<file path="src/rtl/fb_scanout.sv">
module fb_scanout #(
  parameter int H_VIS  = 800,
  parameter int H_FP   = 24,
  parameter int H_SYNC = 72,
  parameter int H_BP   = 128,
  parameter int V_VIS  = 600,
  parameter int V_FP   = 1,
  parameter int V_SYNC = 2,
  parameter int V_BP   = 22,
  parameter int ADDR_W = 16
) (
  input  logic              clk,
  input  logic              rst_n,
  input  logic [ADDR_W-1:0] base_i,
  output logic              rd_en_o,
  output logic [ADDR_W-1:0] rd_addr_o,
  input  logic [7:0]        rd_data_i,
  output logic              hsync_n_o,
  output logic              vsync_o,
  output logic              pix_o
);
  localparam int HTOT  = H_VIS + H_FP + H_SYNC + H_BP;
  localparam int VTOT  = V_VIS + V_FP + V_SYNC + V_BP;
  localparam int START = H_SYNC + H_BP;
  localparam int VSB   = V_SYNC + V_BP;
  localparam int BYTES = H_VIS / 16 + 2;
  localparam int ROWS  = V_VIS / 2;
  localparam int HW    = $clog2(HTOT);
  localparam int VW    = $clog2(VTOT);
  localparam int IW    = $clog2(BYTES + 1);
  localparam int RW    = (ROWS > 1) ? $clog2(ROWS) : 1;

  logic [HW-1:0]     hcnt;
  logic [VW-1:0]     vcnt;
  logic              valid, prime, busy, rd_q, rep;
  logic [3:0]        phase;
  logic [IW-1:0]     idx;
  logic [7:0]        sh, hold;
  logic [RW-1:0]     row;
  logic [ADDR_W-1:0] row_addr;

  wire h_end     = hcnt == HW'(HTOT - 1);
  wire start     = valid && !busy && !prime && hcnt == HW'(START);
  wire fetch     = busy && phase == 4'd0 && idx < IW'(BYTES);
  wire line_done = busy && phase == 4'hF && idx == IW'(BYTES);

  assign hsync_n_o = hcnt >= HW'(H_SYNC);
  assign vsync_o   = vcnt < VW'(V_SYNC);
  assign rd_en_o   = start | fetch;
  assign rd_addr_o = row_addr + (start ? '0 : ADDR_W'(idx));
  assign pix_o     = busy & sh[7];

  always_ff @(posedge clk) begin
    if (!rst_n) begin
      hcnt <= '0;
      vcnt <= '0;
    end else begin
      hcnt <= h_end ? '0 : hcnt + 1'b1;
      if (h_end) vcnt <= (vcnt == VW'(VTOT - 1)) ? '0 : vcnt + 1'b1;
    end
  end

  always_ff @(posedge clk) begin
    if (!rst_n) begin
      valid    <= 1'b0;
      prime    <= 1'b0;
      busy     <= 1'b0;
      rd_q     <= 1'b0;
      phase    <= '0;
      idx      <= '0;
      sh       <= '0;
      hold     <= '0;
      row      <= '0;
      rep      <= 1'b0;
      row_addr <= base_i;
    end else begin
      rd_q  <= rd_en_o;
      prime <= start;
      if (vcnt == VW'(VSB) && hcnt == '0) valid <= 1'b1;
      if (rd_q && busy) hold <= rd_data_i;
      if (prime) begin
        sh    <= rd_data_i;
        busy  <= 1'b1;
        phase <= '0;
        idx   <= IW'(1);
      end else if (busy) begin
        phase <= phase + 1'b1;
        if (phase == 4'hF) begin
          if (idx == IW'(BYTES)) busy <= 1'b0;
          else begin
            sh  <= hold;
            idx <= idx + 1'b1;
          end
        end else if (phase[0]) begin
          sh <= {sh[6:0], 1'b0};
        end
      end
      if (line_done) begin
        rep <= ~rep;
        if (rep) begin
          if (row == RW'(ROWS - 1)) begin
            row      <= '0;
            row_addr <= base_i;
            valid    <= 1'b0;
          end else begin
            row      <= row + 1'b1;
            row_addr <= row_addr + ADDR_W'(BYTES);
          end
        end
      end
    end
  end
endmodule


</file>
<file path="config.mk">
export PLATFORM = sky130hd
export DESIGN_NAME = fb_scanout
export DESIGN_NICKNAME = d
export VERILOG_FILES = /design/src/rtl/fb_scanout.sv
export SDC_FILE = /design/constraint.sdc
export NUM_CORES = 1
export LEC_CHECK = 0
export ABC_AREA = 1
export BUFFER_PORTS_ARGS = -buffer_cell sky130_fd_sc_hd__buf_4
export CAP_MARGIN = 30
export CORE_UTILIZATION = 60
export CTS_CLUSTER_DIAMETER = 60
export DETAILED_ROUTE_END_ITERATION = 8
export PLACE_DENSITY = 0.81
export SYNTH_ARGS = -nofsm -noshare
export SYNTH_HDL_FRONTEND = slang
export SYNTH_SLANG_ARGS = --single-unit
</file>
<file path="constraint.sdc">
create_clock -name clk -period 3.24 [get_ports clk]
set_input_delay 0.486 -clock clk [delete_from_list [all_inputs] [get_ports clk]]
set_output_delay 0.486 -clock clk [all_outputs]
set_load 0.05 [all_outputs]
</file>
; Word level (Yosys, flattened, before mapping)
; Index checks and enable logic that the tools add are counted.
[classes]
addsub = 7
mul = 0
n_div = 0
order_cmp = 3
n_eq_ne = 11
shifts = 0
mux = 24
bitwise_logic = 5
n_reduce_logical = 23
[op_table]
columns = op, count
row1 = two-way mux 16 bit, 4
row2 = two-way mux 8 bit, 5
row3 = adder 10 x 1 -> 10 bit (second input constant), 2
row4 = equality test 10 bit (second input constant), 2
row5 = adder 16 x 6 -> 16 bit, 1
row6 = adder 16 x 6 -> 16 bit (second input constant), 1
row7 = two-way mux 1 bit, 12
row8 = equality test 10 x 5 -> 1 bit (second input constant), 1
row9 = equality test 10 x 8 -> 1 bit (second input constant), 1
row10 = >= comparator 10 x 7 -> 1 bit (second input constant), 1
row11 = logical NOT 10 bit, 1
row12 = less-than comparator 10 x 2 -> 1 bit (second input constant), 1
row13 = two-way mux 10 bit, 1
row14 = adder 9 x 1 -> 9 bit (second input constant), 1
row15 = equality test 9 bit (second input constant), 1
row16 = logical AND 1 bit, 9
row17 = two-way mux 9 bit, 1
row18 = AND reduction 3 bit, 3
row19 = adder 6 x 1 -> 6 bit (second input constant), 1
row20 = equality test 6 bit (second input constant), 1
row21 = less-than comparator 6 bit (second input constant), 1
row22 = two-way mux 6 bit, 1
row23 = adder 4 x 1 -> 4 bit (second input constant), 1
row24 = equality test 4 bit (second input constant), 1
row25 = 12 further kinds, 19
[word_totals]
regBits = 76
latch_bits = 0
ram_bits = 0
rom_bits = 0
in_bits = 26
output_inout_bits = 20
word_cells = 87
memories = 0

; Longest topological paths before layout
; Gate-level depths: netlist of the first run.
[depth]
ltp_word = 6
ltp_mapped = 16
mapped_depth_nobuf = 16

; Least setup slack after synthesis of the first run
; OpenSTA, ideal clock, no wires.
[synth_timing]
kind = register to output
start = reg prime
end = out rd_addr_o[7]
arrival_time_ns = 2.761
t_required_ns = 2.754
slack_ns = -0.007
path_stages_with_launch = 11
path_buffers = 0
path_cell_list = dfxtp_1 inv_1 nand2_2 nor4_2 nor2_1 ha_1 or2_2 and2_1 nand2_1 nand2_1 xor2_1
[synth_between]
elab_chain_cells = 5
[synth_rtl]
columns = item, line_no
row1 = from (decl), 35  ; logic valid, prime, busy, rd_q, rep;
row2 = from (signal assigned), 78  ; prime <= start;
row3 = logical NOT 1 bit, 43  ; wire start = valid && !busy && !prime && hcnt == HW'(START);
row4 = logical AND 1 bit (2 in series), 43
row5 = two-way mux 6 bit, 50  ; assign rd_addr_o = row_addr + (start ? '0 : ADDR_W'(idx));
row6 = adder 16 x 6 -> 16 bit, 50
row7 = to (decl), 16  ; output logic [ADDR_W-1:0] rd_addr_o,
; Every way passes these cells.

; Worst setup path after layout of the first run
[layout_timing]
start = reg hcnt[0]
end = out rd_addr_o[13]
[layout_between]
elab_chain_cells = 4
[layout_rtl]
columns = item, line_no
row1 = from (decl), 33  ; logic [HW-1:0] hcnt;
row2 = from (signal assigned), 58  ; hcnt <= h_end ? '0 : hcnt + 1'b1;
row3 = equality test 10 x 8 -> 1 bit, 43
row4 = logical AND 1 bit, 43
row5 = two-way mux 6 bit, 50
row6 = adder 16 x 6 -> 16 bit, 50
; Every way passes these cells.

==> flow_summary.ini, run 1 <==
[synthesis]
synth_nets = 760
synth_most_common_cell = nand2_1
synthSimpleGateAreaFrac_pct = 38.68
synth_xor_area_share_pct = 2.983
syn-instance-count = 717
synthAdderAreaFrac_pct = 4.688
synth_edf_count = 16
synth_warnings = 0
synthMuxAreaShare_pct = 0
yosysSeqAreaShare_pct = 35.80
synth_area_leaders = dfxtp_1 (26%), nand2_1 (17%), edfxtp_1 (10%), nor2_1 (7.9%), inv_1 (7.8%)
synth_compound_area_share_pct = 8.018
synthTopCellsByCount = nand2_1 (216), nor2_1 (99), inv_1 (98)
netlist_area_um2 = 4697
yosysUniqueCellTypes = 36
yosysTopAreaCell = dfxtp_1
synth_ff_type = dfxtp_1
synth_top_family_by_area = simple AND/OR/NAND/NOR gates
synth_top_area_share_pct = 25.57
avgSynthCellArea_um2 = 6.551
synth-async-reset-ratio_pct = 0
ys_ff_latch = 76

[floorplan]
num_rows = 31
die_area_um2 = 8186
fp.dieW_um = 90.48
start_util_pct = 63.40
die_y_um = 90.48
coreArea_um2 = 7408
boundaryPins = 46

[worst_setup_path]
ff2ff_path_depth = 7
rr_endpoint = row_addr[0]
end_kind = output pin
r2r_slack_ps = 1100
path_max_fanout = 4
worstReg2RegStart = phase[0]
start_kind = register
critPathKind = reg -> out
cp.required_ps = 2750
cp.arrival_ps = 2730

[worst_hold_path]
min_to = hold[0]
hold_depth = 3
hold_class = in -> reg
worstHoldStart = rd_data_i[0]

[job]
max_cap_violations = 0

[power_and_ir_drop]
leakage_nw = 2.734
p_int_w = 0.001490
p_clk_share_pct = 36.8
ir_drop_v = 0.0003073
p_seq_share_pct = 49.6
p_sw_share_pct = 27.26
power.density_nw_per_um2 = 362.4
combPwrFrac_pct = 13.7
p_sw_w = 0.0005583

[sta]
setup_viol = 0
tns_ps = 0
holdWs_ps = 401.7
skew_ps = 21.37
worstMarginPinSlew_ps = 947.1
relSlewSlack_pct = 36.86
hold_viol_final = 0
timing.final.crit_period_ps = 3212
max_freq_ghz = 0.3113
maxSlewViolCount = 0
fin_crit_sh_pct = 99.13

[detailed_routing]
first_pass_iters = 6
antenna_left = 0
vias_per_cell = 5.323
wire_per_inst_um = 12.99
drt_wl_total_mm = 11.45
drc = 0
vias = 4690
drt_iter0_drc = 351

[placed_design]
port_buffers = 45
routabilityCongestion = 0.8986
place_hpwl_mm = 7.708

[cells_and_area]
drive_above_1_share_pct = 19.57
fin_nets = 821
antenna_cells = 0
area_growth_pct = 20.32

[clock_tree]
clock_sinks = 76
cts.htree.levels = 3
insertion_delay_ps = 350
cts_tree = yes
cts.clk_slew.worst_paths_ps = 80
cts_max_path_buffers = 2
cts_buffers = 9
cts_hold_buffers = 0
cts-root-buf = clkbuf_8

[global_routing]
grt_pass1_wl_mm = 18.44
grt_max_degree = 27
antenna_found_initial = 0
track_usage_pct = 27.14
grt_pass1_vias = 4235
grt-ovfl-total = 0

[status]
outcome = finished clean
sequential cells by signal, summed over array words and instances (netlist names):
signal and cells:
row_addr 16, hcnt 10, vcnt 10, row 9, hold 8, sh 8, idx 6, phase 4
busy 1, prime 1, rd_q 1, rep 1, valid 1
cells in the final DEF, fill, tap and decap left out, drive strengths merged:
cell,count
dfxtp,60
nand4,13
xnor2,1
nor4,1
o21bai,3
nor3b,2
bufinv,1
nor3,9
clkbuf,12
nand3b,3
and2,2
nor2,108
clkinv,1
nand3,60
nand2,221
edfxtp,16
o21ai,35
ha,16
a21oi,32
a211oi,1
buf,62
a21boi,1
xor2,15
inv,105
or2,1
fa,1
power by group through the flow:
stage	Sequential (W)	Clock [W]	Combinational, W
detailed placement	0.00103	0	0.000243
global route	0.00102	0.000787	0.000306
finish	0.00102	0.000753	0.000280
floorplan	0.00102	0	0.000174
CTS	0.00101	0.000756	0.000248
global placement	0.00103	0	0.000239
cell type report:
class / instances / area (µm²)
clock buffer: 12 / 155.1
clock inverter: 3 / 45.04
fill: 562 / 1757
inverter: 104 / 392.9
multi-input combinational: 525 / 2748
sequential: 76 / 1692
tap: 99 / 123.9
timing repair buffer: 62 / 495.5
worst max path at each step:
| stage | start | to | cells after the start |
|---|---|---|---|
| 2_1_floorplan | prime | rd_addr_o[6] | 10 |
| 3_3_place_gp | hcnt[0] | rd_addr_o[11] | 14 |
| 3_5_place_dp | hcnt[6] | rd_addr_o[11] | 14 |
| 4_1_cts | hcnt[8] | rd_addr_o[13] | 17 |
| 5_1_grt | hcnt[0] | rd_addr_o[13] | 17 |
| 6_report | hcnt[0] | rd_addr_o[13] | 17 |
per-stage QoR:
stage,power (W),area (µm²),setup slack (ps),util (%),std cells
4_1_cts,0.002017,5429,11.23,73.28,875
2_1_floorplan,0.001199,4705,62.71,-,717
5_1_grt,0.002111,5652,-149.2,76.29,881
3_5_place_dp,0.001278,5132,87.41,69.28,854
6_report,0.002048,5652,28.04,76.29,881
3_3_place_gp,0.001272,5132,213.3,69.28,854
timing repair:
| item | in CTS | in global routing |
|---|---|---|
| endpoints found under the setup margin | 13 | 13 |
| pin swaps | 8 | 24 |
| resized for setup | 22 | 48 |
| buffers inserted | 6 | 6 |
cells by family (layout without fill, tap and decap cells):
logic type	count (synthesis)	in the layout
and+or+nand+nor	420	420
xor gates and xnor gates	16	16
adders and majority gates	17	17
DFF	76	76
AOI/OAI and AO/OA	72	72
buffers and inverters	116	181
critical path, cell delays in order (launching register included):
cell	delay, ps
dfxtp_2	340
inv_2	60
ha_4	140
nand2_1	80
nor3_1	200
nand3_2	190
nand2_2	130
inv_1	50
ha_1	270
nand2_1	80
nand2_1	110
nand3b_1	140
nand2_2	160
nand2_2	70
nand2_1	70
nand2_1	60
nand2_2	80
buf_8	140
routing by layer:
metal	part of all wire (%)	wire (µm)	vias to the layer above	global-route usage, %
met1	43	4911	2102	34.38
li1	-	-	2382	-
met3	6.2	709	25	4.630
met4	1.9	216	0	7.796
met5	0	0	-	0
met2	49	5610	181	47.16
(Power assumes the default switching activity.)
==> inputs of run 2 (changes only) <==
- CTS_BUF_LIST: not set -> sky130_fd_sc_hd__clkbuf_8 sky130_fd_sc_hd__clkbuf_16
==> flow_summary.ini, run 2 (synthesis results as in run 1) <==
[placed_design]
placedCellCount = 854
place_hpwl_mm = 7.708
placed_area_um2 = 5132
port_buffers = 45
routabilityCongestion = 0.8986

[sta]
skew_ps = 19.17
maxSlewViolCount = 0
hold_viol_final = 0
fin_crit_sh_pct = 99.15
relSlewSlack_pct = 36.91
timing.final.crit_period_ps = 3212
max_freq_ghz = 0.3113
worstMarginPinSlew_ps = 946.3
tns_ps = 0
setup_viol = 0

[cells_and_area]
ff_latch_area_um2 = 1692
nFillCells = 562
fin_nets = 821
top_register = row_addr
design_area_um2 = 5652
largest_reg_flops = 16
area_growth_pct = 20.32
multi_input_comb_area_um2 = 2748
antenna_cells = 0
reg.largest.list = row_addr (16), hcnt (10), vcnt (10)
final_cells = 881
layout_commonest_cell = nand2_1
final_cell_mix = nand2_1 (200), nor2_1 (94), inv_1 (92), nand3_1 (55), buf_4 (55)
drive_above_1_share_pct = 19.57

[floorplan]
die_area_um2 = 8186
fp.dieW_um = 90.48
boundaryPins = 46
coreArea_um2 = 7408
num_rows = 31
start_util_pct = 63.40
die_y_um = 90.48

[worst_hold_path]
hold_depth = 3
worstHoldStart = rd_data_i[0]
min_to = hold[0]
hold_class = in -> reg

[clock_tree]
cts-root-buf = clkbuf_8
cts_tree = yes
clock_sinks = 76
cts.htree.levels = 3
insertion_delay_ps = 350
cts_max_path_buffers = 2
cts_buffers = 9
cts.clk_slew.worst_paths_ps = 80

[power_and_ir_drop]
p_sw_share_pct = 27.25
p_clk_share_pct = 36.6
ir_drop_v = 0.0003073
p_int_w = 0.001486
combPwrFrac_pct = 13.7
p_sw_w = 0.0005566
leakage_nw = 2.738
power.density_nw_per_um2 = 361.5
p_total_w = 0.002043
p_seq_share_pct = 49.7

[detailed_routing]
drt_wl_total_mm = 11.44
dr_wl_met2_mm = 5.607
top_layer_used = met4
first_pass_iters = 7
wl_met3_um = 715
drc = 0
drt_iter0_drc = 351
wl_met1_mm = 4.895
vias = 4692
vias_per_cell = 5.326
wire_per_inst_um = 12.98
antenna_left = 0

[worst_setup_path]
critPathKind = reg -> out
start_kind = register
ff2ff_path_depth = 7
end_kind = output pin
cp.required_ps = 2750
path_max_fanout = 4
rr_endpoint = row_addr[0]
r2r_slack_ps = 1100
worstReg2RegStart = phase[0]
cp.arrival_ps = 2730

[global_routing]
track_usage_pct = 27.14
grt_max_degree = 27
grt_pass1_wl_mm = 18.44
antenna_found_initial = 0
grt_pass1_vias = 4235
grt-ovfl-total = 0

[status]
outcome = finished clean

[job]
max_cap_violations = 0
==> run 2: changes by cell type in the layout (fill, tap and decap cells not counted) <==
| cell | change |
|---|---|
| inv_1 | +1 |
| clkbuf_1 | -1 |
==> run 2: through the flow <==
stage | worst slack (ps) | utilization [%] | hold WS, ps
finish | 27.57 | 76.29 | 401.8
global route | -149.2 | 76.29 | 409.1
CTS | 11.23 | 73.28 | 391.3
detailed placement | 87.41 | 69.28 | 442.0
global placement | 213.3 | 69.28 | 439.0
floorplan | 62.71 | - | 429.9
==> run 2: area by class of cell <==
class / instances / area share (%)
multi-input cells: 525 / 48.62
flip-flops and latches: 76 / 29.93
repair buffers: 62 / 8.767
inverters: 104 / 6.952
clock buffers: 11 / 2.679
well taps: 99 / 2.192
clock inverters: 4 / 0.8634
==> run 2: power by group through the flow <==
stage | clock, W | combinational (W) | sequential (W)
5_1_grt | 0.000784 | 0.000306 | 0.00102
3_3_place_gp | 0 | 0.000239 | 0.00103
3_5_place_dp | 0 | 0.000243 | 0.00103
6_report | 0.000748 | 0.000280 | 0.00102
2_1_floorplan | 0 | 0.000174 | 0.00102
4_1_cts | 0.000753 | 0.000248 | 0.00101
==> run 2: how the worst max path moves through the flow <==
stage                 start            end  slack [ps]
detailed placement  hcnt[6]  rd_addr_o[11]          90
floorplan             prime   rd_addr_o[6]          60
CTS                 hcnt[8]  rd_addr_o[13]          10
global route        hcnt[0]  rd_addr_o[13]        -150
global placement    hcnt[0]  rd_addr_o[11]         210
finish              hcnt[0]  rd_addr_o[13]          30
==> run 2: worst max-delay path, cell delays in order (launching register included) <==
cell and delay (ps):
dfxtp_2 340, inv_2 60, ha_4 140, nand2_1 80
nor3_1 200, nand3_2 190, nand2_2 130, inv_1 50
ha_1 270, nand2_1 80, nand2_1 110, nand3b_1 140
nand2_2 160, nand2_2 70, nand2_1 70, nand2_1 60
nand2_2 80, buf_8 140
==> run 2: timing repair <==
item	CTS	global route
setup buffers	6	6
gates resized for setup	22	48
hold buffers	0	0
endpoints found under the hold margin	0	0
pin swaps	8	24
setup endpoints to repair	13	13
==> run 2: metal layers <==
metal  up-vias  track usage [%]
li1       2382                -
met1      2100            34.38
met2       183            47.16
met3        27            4.630
met4         0            7.796
met5         -                0
